`src/rtl/drv_seq_pkg.sv`:
```
package drv_seq_pkg;

    localparam logic [2:0] NEUTRAL_PHASE = 3'd3;

    typedef enum logic [2:0] {
        SQ_IDLE,
        SQ_PARK,
        SQ_HOLD,
        SQ_PULSE,
        SQ_TAIL,
        SQ_FIN
    } seq_state_t;

    typedef struct packed {
        logic [3:0] code;
        logic       act;
    } drv_req_t;

    function automatic logic [2:0] phase_bits(input logic [3:0] c);
        return c[2:0];
    endfunction

    function automatic logic select_bit(input logic [3:0] c);
        return c[3];
    endfunction

    function automatic bit timed_state(input seq_state_t s);
        return (s == SQ_HOLD) || (s == SQ_PULSE) || (s == SQ_TAIL);
    endfunction

endpackage

```
`src/rtl/drv_us_tick.sv`:
```
module drv_us_tick #(
    parameter int CLK_PER_US = 100
) (
    input  logic clk,
    input  logic rst,
    input  logic clear,
    output logic tick
);
    localparam int CW = (CLK_PER_US > 1) ? $clog2(CLK_PER_US) : 1;
    localparam logic [CW-1:0] LAST = CW'(CLK_PER_US - 1);

    logic [CW-1:0] cnt;

    assign tick = !clear && (cnt == LAST);

    always_ff @(posedge clk) begin
        if (rst || clear) begin
            cnt <= '0;
        end else if (cnt == LAST) begin
            cnt <= '0;
        end else begin
            cnt <= cnt + 1'b1;
        end
    end

    assert_tick_period_R3: assert property (@(posedge clk) disable iff (rst)
        tick |=> !tick || (CLK_PER_US == 1));
endmodule

```
`src/rtl/drv_sense_cap.sv`:
```
module drv_sense_cap (
    input  logic clk,
    input  logic rst,
    input  logic sample,
    input  logic line,
    output logic bit_out
);
    always_ff @(posedge clk) begin
        if (rst) begin
            bit_out <= 1'b0;
        end else if (sample) begin
            bit_out <= ~line;
        end
    end

    assert_sense_hold_R6: assert property (@(posedge clk) disable iff (rst)
        !sample |=> $stable(bit_out));
endmodule

```
`src/rtl/drv_sequencer.sv`:
```
module drv_sequencer
    import drv_seq_pkg::*;
#(
    parameter int HOLD_US   = 1,
    parameter int STROBE_US = 2,
    parameter int TAIL_US   = 1
) (
    input  logic       clk,
    input  logic       rst,
    input  logic       req_valid,
    input  drv_req_t   req,
    input  logic       tick,
    output logic       tmr_clear,
    output logic       sample_now,
    output logic       busy,
    output logic       done,
    output logic [2:0] phase,
    output logic       sel,
    output logic       strobe
);
    localparam int MAX_US = (HOLD_US > STROBE_US) ?
                            ((HOLD_US > TAIL_US) ? HOLD_US : TAIL_US) :
                            ((STROBE_US > TAIL_US) ? STROBE_US : TAIL_US);
    localparam int UW = $clog2(MAX_US + 1);
    localparam logic [UW-1:0] HOLD_LAST  = UW'(HOLD_US - 1);
    localparam logic [UW-1:0] PULSE_LAST = UW'(STROBE_US - 1);
    localparam logic [UW-1:0] TAIL_LAST  = UW'(TAIL_US - 1);

    seq_state_t    state;
    drv_req_t      cur;
    logic [UW-1:0] us_cnt;
    logic [UW-1:0] seg_last;
    logic          seg_end;
    logic [2:0]    phase_q;
    logic          sel_q;
    logic          strobe_q;

    always_comb begin
        case (state)
            SQ_HOLD:  seg_last = HOLD_LAST;
            SQ_PULSE: seg_last = PULSE_LAST;
            default:  seg_last = TAIL_LAST;
        endcase
    end

    assign seg_end    = timed_state(state) && tick && (us_cnt == seg_last);
    assign tmr_clear  = !timed_state(state);
    assign sample_now = (state == SQ_HOLD) && seg_end && !cur.act;
    assign busy       = (state != SQ_IDLE);
    assign done       = (state == SQ_FIN);
    assign phase      = phase_q;
    assign sel        = sel_q;
    assign strobe     = strobe_q;

    always_ff @(posedge clk) begin
        if (rst) begin
            state    <= SQ_IDLE;
            cur      <= '0;
            us_cnt   <= '0;
            phase_q  <= NEUTRAL_PHASE;
            sel_q    <= 1'b0;
            strobe_q <= 1'b0;
        end else begin
            if (timed_state(state) && tick) begin
                us_cnt <= seg_end ? '0 : us_cnt + 1'b1;
            end
            case (state)
                SQ_IDLE: begin
                    if (req_valid) begin
                        cur     <= req;
                        phase_q <= NEUTRAL_PHASE;
                        sel_q   <= select_bit(req.code);
                        state   <= SQ_PARK;
                    end
                end
                SQ_PARK: begin
                    phase_q <= phase_bits(cur.code);
                    us_cnt  <= '0;
                    state   <= SQ_HOLD;
                end
                SQ_HOLD: begin
                    if (seg_end) begin
                        if (cur.act) begin
                            strobe_q <= 1'b1;
                            state    <= SQ_PULSE;
                        end else begin
                            phase_q <= NEUTRAL_PHASE;
                            state   <= SQ_FIN;
                        end
                    end
                end
                SQ_PULSE: begin
                    if (seg_end) begin
                        strobe_q <= 1'b0;
                        state    <= SQ_TAIL;
                    end
                end
                SQ_TAIL: begin
                    if (seg_end) begin
                        phase_q <= NEUTRAL_PHASE;
                        state   <= SQ_FIN;
                    end
                end
                SQ_FIN: begin
                    state <= SQ_IDLE;
                end
                default: state <= SQ_IDLE;
            endcase
        end
    end

    assert_sel_while_parked_R2: assert property (@(posedge clk) disable iff (rst)
        !$stable(sel_q) |-> (phase_q == NEUTRAL_PHASE && $past(phase_q) == NEUTRAL_PHASE));

    assert_leave_park_R3: assert property (@(posedge clk) disable iff (rst)
        (phase_q != NEUTRAL_PHASE && $past(phase_q) == NEUTRAL_PHASE) |-> $past(state) == SQ_PARK);

    assert_strobe_code_stable_R4: assert property (@(posedge clk) disable iff (rst)
        strobe_q |-> $stable(phase_q));

    assert_done_single_R5: assert property (@(posedge clk) disable iff (rst)
        done |=> !done && !busy);

    assert_done_parked_R5: assert property (@(posedge clk) disable iff (rst)
        done |-> phase_q == NEUTRAL_PHASE);

    assert_no_strobe_sense_R7: assert property (@(posedge clk) disable iff (rst)
        strobe_q |-> cur.act);

    assert_busy_ignores_R8: assert property (@(posedge clk) disable iff (rst)
        (busy && req_valid) |=> $stable(cur));
endmodule

```
`src/rtl/drive_cmd_seq.sv`:
```
module drive_cmd_seq
    import drv_seq_pkg::*;
#(
    parameter int CLK_PER_US = 100,
    parameter int HOLD_US    = 1,
    parameter int STROBE_US  = 2,
    parameter int TAIL_US    = 1
) (
    input  logic       clk,
    input  logic       rst,
    input  logic       req_valid,
    input  logic [3:0] req_code,
    input  logic       req_act,
    output logic       busy,
    output logic       done,
    output logic       sense_bit,
    output logic [2:0] drv_phase,
    output logic       drv_select,
    output logic       drv_strobe,
    input  logic       drv_sense
);
    drv_req_t req;
    logic     tick;
    logic     tmr_clear;
    logic     sample_now;

    assign req.code = req_code;
    assign req.act  = req_act;

    drv_us_tick #(.CLK_PER_US(CLK_PER_US)) u_tick (
        .clk   (clk),
        .rst   (rst),
        .clear (tmr_clear),
        .tick  (tick)
    );

    drv_sequencer #(
        .HOLD_US   (HOLD_US),
        .STROBE_US (STROBE_US),
        .TAIL_US   (TAIL_US)
    ) u_seq (
        .clk        (clk),
        .rst        (rst),
        .req_valid  (req_valid),
        .req        (req),
        .tick       (tick),
        .tmr_clear  (tmr_clear),
        .sample_now (sample_now),
        .busy       (busy),
        .done       (done),
        .phase      (drv_phase),
        .sel        (drv_select),
        .strobe     (drv_strobe)
    );

    drv_sense_cap u_sense (
        .clk     (clk),
        .rst     (rst),
        .sample  (sample_now),
        .line    (drv_sense),
        .bit_out (sense_bit)
    );
endmodule

```
`config.mk`:
```
export PLATFORM = sky130hd
export DESIGN_NAME = drive_cmd_seq
export DESIGN_NICKNAME = d
export VERILOG_FILES = /design/src/rtl/drv_seq_pkg.sv /design/src/rtl/drv_us_tick.sv /design/src/rtl/drv_sense_cap.sv /design/src/rtl/drv_sequencer.sv /design/src/rtl/drive_cmd_seq.sv
export SDC_FILE = /design/constraint.sdc
export NUM_CORES = 1
export LEC_CHECK = 0
export ABC_AREA = 0
export BUFFER_PORTS_ARGS = -buffer_cell sky130_fd_sc_hd__buf_2
export CAP_MARGIN = 10
export CORE_AREA = 2 2 49 51
export CTS_CLUSTER_DIAMETER = 150
export DETAILED_ROUTE_END_ITERATION = 8
export DIE_AREA = 0 0 51 53
export PLACE_DENSITY = 0.71
export REMOVE_ABC_BUFFERS = 1
export SLEW_MARGIN = 10
export SYNTH_ARGS = -nofsm -noshare
export SYNTH_HDL_FRONTEND = slang
export SYNTH_SLANG_ARGS = --single-unit
```
`constraint.sdc`:
```
create_clock -name clk -period 4.05 [get_ports clk]
set_clock_uncertainty 0.05 [all_clocks]
set_input_delay 0.81 -clock clk [delete_from_list [all_inputs] [get_ports clk]]
set_output_delay 0.81 -clock clk [all_outputs]
set_load 0.05 [all_outputs]
```
## After elaboration in Yosys (flattened, before gate mapping)

Cells that the tools add are included.

| storage, ports and cells | value |
|---|---|
| flip-flop bits (word level) | 22 |
| bits of input ports | 9 |

| cells by class | value |
|---|---|
| add/sub/neg operators | 2 |
| equal/unequal tests | 13 |
| mux-type cells | 17 |
| bitwise operators | 1 |
| reductions and logical operators | 20 |

Operators by type and width:

| kind | count |
|---|---|
| 3-bit 2-to-1 mux | 9 |
| 3-bit case mux with 5 select lines | 1 |
| 3-bit case mux with 4 select lines | 1 |
| 2-bit by 1-bit != test with 1-bit output, second input constant | 4 |
| 4-bit AND reduction | 2 |
| 7-bit by 1-bit adder with 7-bit output, second input constant | 1 |
| 7-bit == test, second input constant | 1 |
| 3-bit by 2-bit == test with 1-bit output, second input constant | 2 |
| 3-bit == test, second input constant | 2 |
| 1-bit logical AND | 5 |
| 5-bit AND reduction | 1 |
| 1-bit 2-to-1 mux | 4 |
| 2-bit != test, second input constant | 2 |
| 4-bit nonzero test | 1 |
| 2-bit OR reduction | 2 |
| 3-bit by 1-bit == test with 1-bit output, second input constant | 1 |
| 3-bit logical NOT | 1 |
| 1-bit logical OR | 3 |
| 3-bit nonzero test | 1 |
| 2-bit by 1-bit adder with 2-bit output, second input constant | 1 |
| 2-bit by 1-bit == test with 1-bit output | 1 |
| 1-bit logical NOT | 2 |
| 2-bit 2-to-1 mux | 1 |
| 1-bit case mux with 2 select lines | 1 |
| other kinds (3) | 3 |

## Longest topological paths before layout

| depth | value |
|---|---|
| depth in word-level cells | 8 |
| depth in mapped cells | 6 |
| mapped depth without buffers | 5 |

## By module

From an unflattened synthesis, not the netlist that was laid out.

| second synthesis, totals | value |
|---|---|
| cell total of the unflattened synthesis | 128 |
| area total of the unflattened synthesis | 1134.8 µm² |

By module, submodules not included:

| module | instances | cells each | area an instance (µm²) | seq. area each (µm²) |
|---|---|---|---|---|
| drv_sequencer | 1 | 91 | 790.8 | 280.3 |
| drv_us_tick | 1 | 34 | 312.8 | 140.1 |
| drv_sense_cap | 1 | 3 | 31.3 | 20.0 |

## Worst setup path after synthesis

Ideal clock, no wire load.

| timing | value |
|---|---|
| path type | register to output |
| from | reg u_seq.state[0] |
| to | out done |
| arrival time | 1.964 ns |
| path slack | 1.226 ns |
| cell stages (with the launch flop) | 4 |
| buffers on the path | 2 |
| path through | dfxtp_1 -> clkbuf_1 -> clkbuf_1 -> nor3b_1 |

| on the way | value |
|---|---|
| word-level cells in the longest chain between the ends | 1 |

RTL lines:

| item | line | text |
|---|---|---|
| start: declaration | drv_sequencer.sv:29 | `seq_state_t state;` |
| start signal: assignment | drv_sequencer.sv:57 | `state <= SQ_IDLE;` |
| start signal: assignment | drv_sequencer.sv:73 | `state <= SQ_PARK;` |
| start signal: assignment | drv_sequencer.sv:79 | `state <= SQ_HOLD;` |
| 3-bit == test | drv_sequencer.sv:50 | `assign done = (state == SQ_FIN);` |
| end: declaration | drive_cmd_seq.sv:15 | `output logic done,` |

No other way between the ends.

## Worst setup path in the final report

| timing | value |
|---|---|
| from | reg u_seq.state[2] |
| to | out done |

Same word-level chain as after synthesis.

==> impl_metrics.yaml <==
sta:
  max-slew-margin-rel_pct: 44.3
  worstMarginPinSlew_ns: 0.833
  finalMaxSlewViolations: 0
  setup_viol: 0
  fin_hold_ws_ns: 0.405
  max_freq_ghz: 0.391
  finalCritPeriodShare_pct: 63.1
  hold_viol: 0
  setup_tns_ns: 0
  period_needed_ns: 2.56
  rsz0062_at_grt: "no"
critical_path:
  r2r-end: "u_seq.phase[1]"
  cp_slowest_stage_delay_ns: 0.72
  regToRegStartpoint: "u_tick.cnt[0]"
  cp.arrival_ns: 1.70
  regToRegSetupSlack_ns: 1.93
  crit_fanout: 18
  critical_path.startpoint_type: "register"
  crit_required_ns: 3.19
  crit_type: "register to output pin"
  crit_chain: "inv_1 > nor3b_1 > buf_2"
  cp-endpoint: "done"
  ff2ff_path_depth: 5
  crit_slowest_cell: "dfxtp_1"
  end_kind: "output pin"
  crit_path_start: "u_seq.state[2]"
place:
  port_buffers: 16
  dp_hpwl_um: 1450
  finalWeightedCongestion: 0.779
clock_tree:
  ctsLongestPathBuffers: 2
  cts-htree-levels: 1
  cts_root_buf: "clkbuf_4"
  postCtsHoldBufs: 0
  cts_tree: "done"
  insertion_delay_ns: 0.29
  cts.clk_slew.worst_paths_ns: 0.11
  cts_sinks: 22
  cts_inserted_buffers: 3
  cts_setup_buffers: 0
  cts.repair.resized: 0
cells_and_area:
  syn_to_final_growth_pct: 8.97
  drive_gt1_share_pct: 19.1
  nets: 153
  antennaDiodeCount: 0
global_routing:
  grt-ovfl-total: 0
  grt_start_max_net_pins: 19
  grt_pass1_wl_um: 3480
  grt_pass1_vias: 799
  antenna_found_initial: 0
  grt_usage_pct: 17.5
die:
  core-area_um2: 2150
  start_util_pct: 51.3
  die_h_um: 53
  die_area_um2: 2700
  ios: 17
  row_count: 17
  die_w_um: 51
drt:
  drt-total-wl_um: 2030
  drt_iter0_drc: 18
  drc: 0
  final_antenna_net_count: 0
  viasPerCell: 5.45
  via_count: 921
  post_drt_wl_per_cell_um: 12.0
  firstDrtPassIters: 4
yosys:
  ys_seq_elements: 22
  synth.avg_cell_area_um2: 8.35
  ys_types: 40
  postSynthCellCount: 132
  synth_area_um2: 1100
  seq_area_frac_synth_pct: 40.0
  ys_warn_count: 0
power:
  ir_worst_vdd_uv: 187
  p_per_area_nw_per_um2: 316
  leakage_nw: 0.432
run:
  maxCapViolations: 0
min_path:
  hold_class: "register to register"
status:
  outcome: "completed"
flip-flops by register name, summed over array words and instances (netlist names):
register / count
u_seq.state: 3
u_seq.sel: 1
u_tick.cnt: 7
u_seq.cur: 4
u_seq.phase: 3
u_sense.bit_out: 1
u_seq.strobe: 1
u_seq.us_cnt: 2
cell usage in the layout, fill, tap and decap left out, types with 2 or more instances in the layout:
cell and count:
inv_1 8, nand2_1 6, o221ai_1 3, clkbuf_4 3, xnor2_1 3, a31oi_1 3, o21ai_0 6, nand3_1 4
or3_1 2, dfxtp_1 22, nor2_1 22, xor2_1 3, a21oi_1 7, buf_2 16, mux2i_1 3, nor2b_1 3
nor3_1 3, a2bb2oi_1 2
layout make-up:
class	instances	area, um^2
Tap cell	28	35.0
Sequential cell	22	440
Clock buffer	3	22.5
Inverter	8	30.0
Multi-Input combinational cell	92	593
Fill cell	202	947
Timing Repair Buffer	16	80.1
worst min-delay path by stage:
stage                   from            end  cells after the start
6_report       u_tick.cnt[0]  u_tick.cnt[0]                      1
5_1_grt        u_tick.cnt[0]  u_tick.cnt[0]                      1
4_1_cts        u_tick.cnt[0]  u_tick.cnt[0]                      1
3_5_place_dp   u_tick.cnt[0]  u_tick.cnt[0]                      1
3_3_place_gp   u_tick.cnt[0]  u_tick.cnt[0]                      1
2_1_floorplan  u_tick.cnt[0]  u_tick.cnt[0]                      1
layer usage:
layer / routed length, um / GRT usage [%]
met5: 0 / 0
met4: 26 / 9.46
met1: 995 / 23.0
met3: 57 / 3.39
met2: 954 / 26.8
power by group:
group | total, mW | internal (mW) | switching, mW
combinational | 0.0521 | 0.0197 | 0.0324
sequential | 0.234 | 0.224 | 0.0102
clock | 0.0942 | 0.0346 | 0.0597
total | 0.380 | 0.278 | 0.102
per-stage QoR:
stage | util [%] | worst slack, ns | power, mW | instance area (um^2) | cells
3_5_place_dp | 54.9 | 1.88 | 0.291 | 1180 | 166
5_1_grt | 55.9 | 1.37 | 0.401 | 1200 | 169
2_1_floorplan | - | 1.30 | 0.275 | 1060 | 122
3_3_place_gp | 54.9 | 1.93 | 0.289 | 1180 | 166
6_report | 55.9 | 1.49 | 0.380 | 1200 | 169
4_1_cts | 55.9 | 1.51 | 0.387 | 1200 | 169
synth_stat cells, drive strengths merged:
library cell | count | area share (%)
a211oi | 1 | 1.1
a21oi | 8 | 4.0
a2bb2oi | 2 | 1.6
a31o | 1 | 0.79
a31oi | 3 | 1.7
a41o | 1 | 0.91
a41oi | 1 | 0.79
and4 | 1 | 0.79
buf | 1 | 0.45
clkbuf | 9 | 3.1
dfxtp | 22 | 40
ha | 1 | 1.1
inv | 8 | 2.7
mux2 | 1 | 1.0
mux2i | 3 | 2.7
nand2 | 6 | 2.0
nand3 | 4 | 1.8
nand3b | 1 | 0.68
nand4 | 1 | 0.57
nor2 | 22 | 7.5
nor2b | 3 | 1.7
nor3 | 4 | 2.8
nor3b | 1 | 0.68
nor4b | 2 | 2.2
o211ai | 1 | 0.68
o21a | 1 | 0.68
o21ai | 6 | 2.7
o221ai | 3 | 2.4
o31a | 1 | 0.79
o31ai | 1 | 0.68
o32a | 1 | 0.91
or2 | 1 | 0.57
or3 | 2 | 1.1
or4 | 1 | 1.0
or4b | 1 | 0.91
xnor2 | 3 | 2.4
xor2 | 3 | 2.4
critical path, delay by kind of cell, from the launching register on:
kind / cells / cell delay (ns)
flip-flops: 1 / 0.72
buffers and inverters: 2 / 0.48
AND/OR/NAND/NOR: 1 / 0.20
cell families (layout without fill, tap and decap cells):
logic type / Yosys count / count (layout) / share of synthesized area, %
buffers and inverters: 18 / 27 / 6.24
XOR/XNOR: 6 / 6 / 4.77
flip-flops: 22 / 22 / 40.0
adder cells (fa/ha/maj): 1 / 1 / 1.13
AO/OA/AOI/OAI: 31 / 31 / 19.8
AND/OR/NAND/NOR: 50 / 50 / 24.4
multiplexers: 4 / 4 / 3.75
Note: power is estimated with default switching activity, not from simulation.
